`config.mk`:
```
export PLATFORM = sky130hd
export DESIGN_NAME = sys_cnt_top
export DESIGN_NICKNAME = d
export VERILOG_FILES = /design/src/rtl/sys_cnt_pkg.sv /design/src/rtl/sys_cnt_ctrl.sv /design/src/rtl/sys_cnt_step.sv /design/src/rtl/sys_cnt_accum.sv /design/src/rtl/sys_cnt_top.sv
export SDC_FILE = /design/constraint.sdc
export NUM_CORES = 1
export LEC_CHECK = 0
export ABC_AREA = 0
export BUFFER_PORTS_ARGS = -buffer_cell sky130_fd_sc_hd__buf_4
export CAP_MARGIN = 10
export CORE_MARGIN = 2
export CORE_UTILIZATION = 25
export DETAILED_ROUTE_END_ITERATION = 6
export PLACE_DENSITY_LB_ADDON = 0.08
export SLEW_MARGIN = 0
export SYNTH_ARGS = -nofsm -noshare
export SYNTH_HDL_FRONTEND = slang
export SYNTH_SLANG_ARGS = --single-unit
```
`constraint.sdc`:
```
create_clock -name clk_i -period 6.9 [get_ports clk_i]
set_input_delay 0.69 -clock clk_i [delete_from_list [all_inputs] [get_ports clk_i]]
set_output_delay 0.69 -clock clk_i [all_outputs]
set_load 0.02 [all_outputs]
```
`src/rtl/sys_cnt_pkg.sv`:
```
package sys_cnt_pkg;
  localparam int CNT_W  = 64;
  localparam int FRAC_W = 24;
  localparam int INC_W  = 32;

  typedef struct packed {
    logic en;
    logic scale_en;
  } ctrl_t;
endpackage

```
`src/rtl/sys_cnt_ctrl.sv`:
```
module sys_cnt_ctrl
  import sys_cnt_pkg::*;
#(
  parameter int INC_W_P   = INC_W,
  parameter int FRAC_W_P  = FRAC_W
) (
  input  logic               clk_i,
  input  logic               rst_ni,
  input  logic               ctrl_we_i,
  input  ctrl_t              ctrl_d_i,
  input  logic               scale_we_i,
  input  logic [INC_W_P-1:0] scale_d_i,
  output ctrl_t              ctrl_q_o,
  output logic [INC_W_P-1:0] scale_q_o
);
  localparam logic [INC_W_P-1:0] SCALE_RST = INC_W_P'(1) << FRAC_W_P;

  always_ff @(posedge clk_i or negedge rst_ni) begin
    if (!rst_ni) begin
      ctrl_q_o  <= '0;
      scale_q_o <= SCALE_RST;
    end else begin
      if (ctrl_we_i)  ctrl_q_o  <= ctrl_d_i;
      if (scale_we_i) scale_q_o <= scale_d_i;
    end
  end

  a_r9_ctrl_load: assert property (@(posedge clk_i) disable iff (!rst_ni)
    ctrl_we_i |=> ctrl_q_o == $past(ctrl_d_i));
  a_r9_scale_load: assert property (@(posedge clk_i) disable iff (!rst_ni)
    scale_we_i |=> scale_q_o == $past(scale_d_i));
endmodule

```
`src/rtl/sys_cnt_step.sv`:
```
module sys_cnt_step
  import sys_cnt_pkg::*;
#(
  parameter int ACC_W_P  = CNT_W + FRAC_W,
  parameter int INC_W_P  = INC_W,
  parameter int FRAC_W_P = FRAC_W
) (
  input  logic               scale_en_i,
  input  logic [INC_W_P-1:0] scale_i,
  output logic [ACC_W_P-1:0] inc_o
);
  localparam logic [ACC_W_P-1:0] UNIT = ACC_W_P'(1) << FRAC_W_P;

  // unscaled mode steps the integer part by one
  always_comb begin
    if (scale_en_i) inc_o = {{(ACC_W_P-INC_W_P){1'b0}}, scale_i};
    else            inc_o = UNIT;
  end
endmodule

```
`src/rtl/sys_cnt_accum.sv`:
```
module sys_cnt_accum
  import sys_cnt_pkg::*;
#(
  parameter int CNT_W_P  = CNT_W,
  parameter int FRAC_W_P = FRAC_W
) (
  input  logic                          clk_i,
  input  logic                          rst_ni,
  input  logic                          en_i,
  input  logic [CNT_W_P+FRAC_W_P-1:0]   inc_i,
  input  logic                          wr_i,
  input  logic                          wr_hi_i,
  input  logic [CNT_W_P/2-1:0]          wr_d_i,
  output logic [CNT_W_P-1:0]            count_o
);
  localparam int ACC_W  = CNT_W_P + FRAC_W_P;
  localparam int HALF_W = CNT_W_P / 2;

  logic [ACC_W-1:0]   acc_q;
  logic [CNT_W_P-1:0] wr_cnt;

  assign count_o = acc_q[ACC_W-1:FRAC_W_P];

  always_comb begin
    if (wr_hi_i) wr_cnt = {wr_d_i, count_o[HALF_W-1:0]};
    else         wr_cnt = {count_o[CNT_W_P-1:HALF_W], wr_d_i};
  end

  // write wins over increment; fraction restarts at zero
  always_ff @(posedge clk_i or negedge rst_ni) begin
    if (!rst_ni)   acc_q <= '0;
    else if (wr_i) acc_q <= {wr_cnt, {FRAC_W_P{1'b0}}};
    else if (en_i) acc_q <= acc_q + inc_i;
  end

  a_r2_acc_step: assert property (@(posedge clk_i) disable iff (!rst_ni)
    (en_i && !wr_i) |=> acc_q == $past(acc_q) + $past(inc_i));
  a_r4_hold: assert property (@(posedge clk_i) disable iff (!rst_ni)
    (!en_i && !wr_i) |=> $stable(count_o));
  a_r5_low_half: assert property (@(posedge clk_i) disable iff (!rst_ni)
    (wr_i && !wr_hi_i) |=> (count_o[HALF_W-1:0] == $past(wr_d_i)) &&
                           (count_o[CNT_W_P-1:HALF_W] == $past(count_o[CNT_W_P-1:HALF_W])));
  a_r6_high_half: assert property (@(posedge clk_i) disable iff (!rst_ni)
    (wr_i && wr_hi_i) |=> (count_o[CNT_W_P-1:HALF_W] == $past(wr_d_i)) &&
                          (count_o[HALF_W-1:0] == $past(count_o[HALF_W-1:0])));
  a_r7_frac_clear: assert property (@(posedge clk_i) disable iff (!rst_ni)
    wr_i |=> acc_q[FRAC_W_P-1:0] == '0);
endmodule

```
`src/rtl/sys_cnt_top.sv`:
```
module sys_cnt_top
  import sys_cnt_pkg::*;
#(
  parameter int CNT_W_P  = CNT_W,
  parameter int FRAC_W_P = FRAC_W,
  parameter int INC_W_P  = INC_W
) (
  input  logic                 clk_i,
  input  logic                 rst_ni,
  input  logic                 ctrl_we_i,
  input  logic                 ctrl_en_d_i,
  input  logic                 ctrl_sc_d_i,
  input  logic                 scale_we_i,
  input  logic [INC_W_P-1:0]   scale_d_i,
  input  logic                 cnt_we_i,
  input  logic                 cnt_hi_i,
  input  logic [CNT_W_P/2-1:0] cnt_d_i,
  output logic [CNT_W_P-1:0]   count_o,
  output logic                 en_o,
  output logic                 scale_en_o,
  output logic [INC_W_P-1:0]   scale_o
);
  localparam int ACC_W = CNT_W_P + FRAC_W_P;

  ctrl_t            ctrl_d, ctrl_q;
  logic [ACC_W-1:0] inc;

  assign ctrl_d.en       = ctrl_en_d_i;
  assign ctrl_d.scale_en = ctrl_sc_d_i;
  assign en_o            = ctrl_q.en;
  assign scale_en_o      = ctrl_q.scale_en;

  sys_cnt_ctrl #(.INC_W_P(INC_W_P), .FRAC_W_P(FRAC_W_P)) u_ctrl (
    .clk_i, .rst_ni,
    .ctrl_we_i, .ctrl_d_i(ctrl_d),
    .scale_we_i, .scale_d_i,
    .ctrl_q_o(ctrl_q), .scale_q_o(scale_o)
  );

  sys_cnt_step #(.ACC_W_P(ACC_W), .INC_W_P(INC_W_P), .FRAC_W_P(FRAC_W_P)) u_step (
    .scale_en_i(ctrl_q.scale_en), .scale_i(scale_o), .inc_o(inc)
  );

  sys_cnt_accum #(.CNT_W_P(CNT_W_P), .FRAC_W_P(FRAC_W_P)) u_accum (
    .clk_i, .rst_ni,
    .en_i(ctrl_q.en), .inc_i(inc),
    .wr_i(cnt_we_i), .wr_hi_i(cnt_hi_i), .wr_d_i(cnt_d_i),
    .count_o
  );

  a_r3_unit_step: assert property (@(posedge clk_i) disable iff (!rst_ni)
    (en_o && !scale_en_o && !cnt_we_i) |=> count_o == $past(count_o) + 1'b1);
  a_r8_wrap: assert property (@(posedge clk_i) disable iff (!rst_ni)
    (en_o && !scale_en_o && !cnt_we_i && (&count_o)) |=> count_o == '0);
endmodule

```
==> flow_summary.toml <==
[status]
status = "finished clean"

[synthesis]
yosysMostFrequentCell = "dfrtp_1"
synth_xor_xnor_area_share_pct = 3.50
synth_top_family_by_area = "simple AND/OR/NAND/NOR gates"
yosysTopAreaCellShare_pct = 34.6
synth_area_per_cell_um2 = 8.75
ys_async_sr_fraction_pct = 100
synth_top_cell_by_area = "dfrtp_1"
synth.area.mux_share_pct = 7.95
synth.area.top_cells = "dfrtp_1, buf_4, ha_1, mux2_2, nor2_1"
synth-compound-area-share_pct = 17.1
synthTopCellsByCount = "dfrtp_1, nor2_1, nand2_1"
seq_area_frac_synth_pct = 34.9
synthSimpleGateAreaFrac_pct = 23.3
ys.flop_type = "dfrtp_1"
yosysWarnings = 0
yosys.area_share.adder_pct = 4.80
yosys.cell_types.count = 77
synth_cells = 1001
syn_area_mm2 = 0.00876
synth_edf_count = 0
synth_seq_cells = 122
synth_fp_nets = 1106

[pwr]
ir_drop_mv = 0.206
switchingPower_mw = 0.977
p_per_area_mw_per_mm2 = 253
p_seq_share_pct = 35.3
power_frac_comb_pct = 30.5
clkPwrFrac_pct = 34.1
p_int_mw = 1.70
cellLeakagePower_nw = 4.57
p_sw_share_pct = 36.5

[placed_design]
place_ws_ps = 2480
gp_congestion = 0.809
portBuffers = 169
post_dp_cell_area_mm2 = 0.0100
hpwl_um = 24400

[cts]
cts_resized = 0
hold_buffers = 0
cts_max_level = 4
cts-root-buf = "clkbuf_16"
clk_latency_ps = 440
cts_setup_buffers = 0
cts_buffer_depth = 2
cts_buffers = 17
cts.clk_slew.worst_paths_ps = 60
clock-sinks = 122
cts_tree = "yes"

[timing]
min_period_over_period_pct = 63.2
skew_ps = 15.8
worst_pin_slew_ps = 1020
final-hold-violation-count = 0
slew_headroom_pct = 31.8
setup_viol = 0
grt_setup_unrepaired = "no"
fmax_ghz = 0.229
period_minus_slack_ps = 4360
slew_viol_final = 0
hold_ws_ps = 248
finalSetupTns_ps = 0
fin_ws_ps = 2540

[layout]
drive_gt1_share_pct = 24.2
area_delta_synth_final_pct = 20.9
antennaDiodeCount = 0
fin_nets = 1194
final_util_pct = 30.7
fillers = 3787
stdcell_area_mm2 = 0.0106
seq_area_mm2 = 0.00306
multi_input_area_mm2 = 0.00497

[min_path]
hold_path_class = "input port to asynchronous set/reset pin"

[run]
cap_violations = 0

[detailed_routing]
first_iter_violations = 462
drt-met1-wl_um = 15000
via_per_inst = 5.05
dr_wl_met3_um = 1440
drt-total-wl_um = 32600
detail_route.wl_per_cell_um = 20.9
dr_wl_met2_um = 15500
highest_layer = "met4"
via_count = 7862
firstDrtPassIters = 5
drc_errors = 0
postRouteAntennaNets = 0

[die]
dieWidth_um = 191
start_util_pct = 25.4
pin_count = 170
die_h_um = 191
core_mm2 = 0.0345
die-area_mm2 = 0.0366
rows = 68

[worst_setup_path]
cp-start-kind = "flop"
crit_fanout = 34
end_kind = "flop"
critPathRequiredTime_ps = 7230
cp.arrival_ps = 4690
crit_type = "flop to flop"

[grt]
grt_pass1_wl_um = 49900
gr-usage-all-layers_pct = 18.2
grt_antenna_before_repair = 0
grt_pass1_vias = 7999
grt_overflow = 0
grt_max_degree = 65
state kept, by name, indices dropped and copies added, names as in the netlist:
signal,cells
u_accum.acc_q,88
u_ctrl.ctrl_q_o,2
u_ctrl.scale_q_o,32
critical path, cell delays in order (launching register included):
cell and delay [ps]:
dfrtp_1 930, and2_1 260, ha_1 160, inv_1 50, fa_1 390, nand2b_1 190, a211oi_1 270, o21ai_0 160
a21o_1 230, a31oi_1 330, or2_1 470, nand3_1 180, or3b_2 490, o221a_2 130
per-layer routing:
layer	track usage [%]	vias to the layer above
li1	-	3781
met3	3.21	33
met1	23.9	3867
met2	30.1	181
met4	6.04	0
met5	0	-
power groups by stage:
stage | Sequential [mW] | Clock [mW] | Combinational (mW)
5_1_grt | 0.964 | 0.980 | 0.898
2_1_floorplan | 0.918 | 0 | 0.589
4_1_cts | 0.947 | 0.946 | 0.826
3_3_place_gp | 0.962 | 0 | 0.823
6_report | 0.945 | 0.913 | 0.816
3_5_place_dp | 0.960 | 0 | 0.822
worst paths after layout:
| path | startpoint | end | slack [ps] | cells after the start |
|---|---|---|---|---|
| max | u_ctrl.ctrl_q_o[0] | u_accum.acc_q[38] | 2540 | 13 |
| min | rst_ni | u_accum.acc_q[77] | 250 | 1 |
| max reg2reg | u_ctrl.ctrl_q_o[0] | u_accum.acc_q[38] | 2540 | 13 |
| min reg2reg | u_accum.acc_q[18] | u_accum.acc_q[18] | 530 | 2 |
| max in group asynchronous | rst_ni | u_accum.acc_q[18] | 5340 | 2 |
| min in group clk_i | ctrl_we_i | u_ctrl.ctrl_q_o[1] | 440 | 2 |
area by class of cell:
class | count | area share [%]
tap | 455 | 5.38
clock buffer | 20 | 4.31
sequential | 122 | 28.8
timing repair buffer | 179 | 12.7
clock inverter | 12 | 1.17
multi-input combinational | 750 | 46.9
inverter | 19 | 0.673
cell usage in the layout, fill, tap and decap left out, types with 4 or more instances in the layout:
cell / count
nand2_1: 83
nor2_1: 87
a21oi_1: 54
and2_1: 38
a31oi_1: 16
mux2i_1: 28
and4_1: 7
a21o_1: 7
clkbuf_16: 17
buf_4: 178
xor2_1: 14
o31ai_1: 4
nor3_1: 24
inv_1: 17
a22oi_1: 7
clkinv_2: 6
a211oi_1: 24
o21a_1: 4
nand3_1: 39
o22ai_1: 5
o21ai_1: 7
o21ai_0: 39
nand2b_1: 6
dfrtp_1: 120
xnor2_1: 21
nor2b_1: 16
mux2_2: 35
nor3b_1: 5
nand4_1: 28
and3_1: 32
o211ai_1: 12
or3_1: 5
a311oi_1: 11
ha_1: 32
metrics by stage:
stage          std cells  total power, mW
2_1_floorplan       1001             1.51
3_3_place_gp        1525             1.78
3_5_place_dp        1525             1.78
4_1_cts             1557             2.72
5_1_grt             1557             2.84
6_report            1557             2.67
kinds of logic after synthesis:
| family | count (synthesis) |
|---|---|
| adder cells (fa/ha/maj) | 33 |
| multiplexers | 65 |
| XOR/XNOR | 35 |
| AND/OR/NAND/NOR | 393 |
| AO/OA/AOI/OAI | 224 |
| buffers and inverters | 129 |
| flip-flops | 122 |
(Power assumes the default switching activity.)
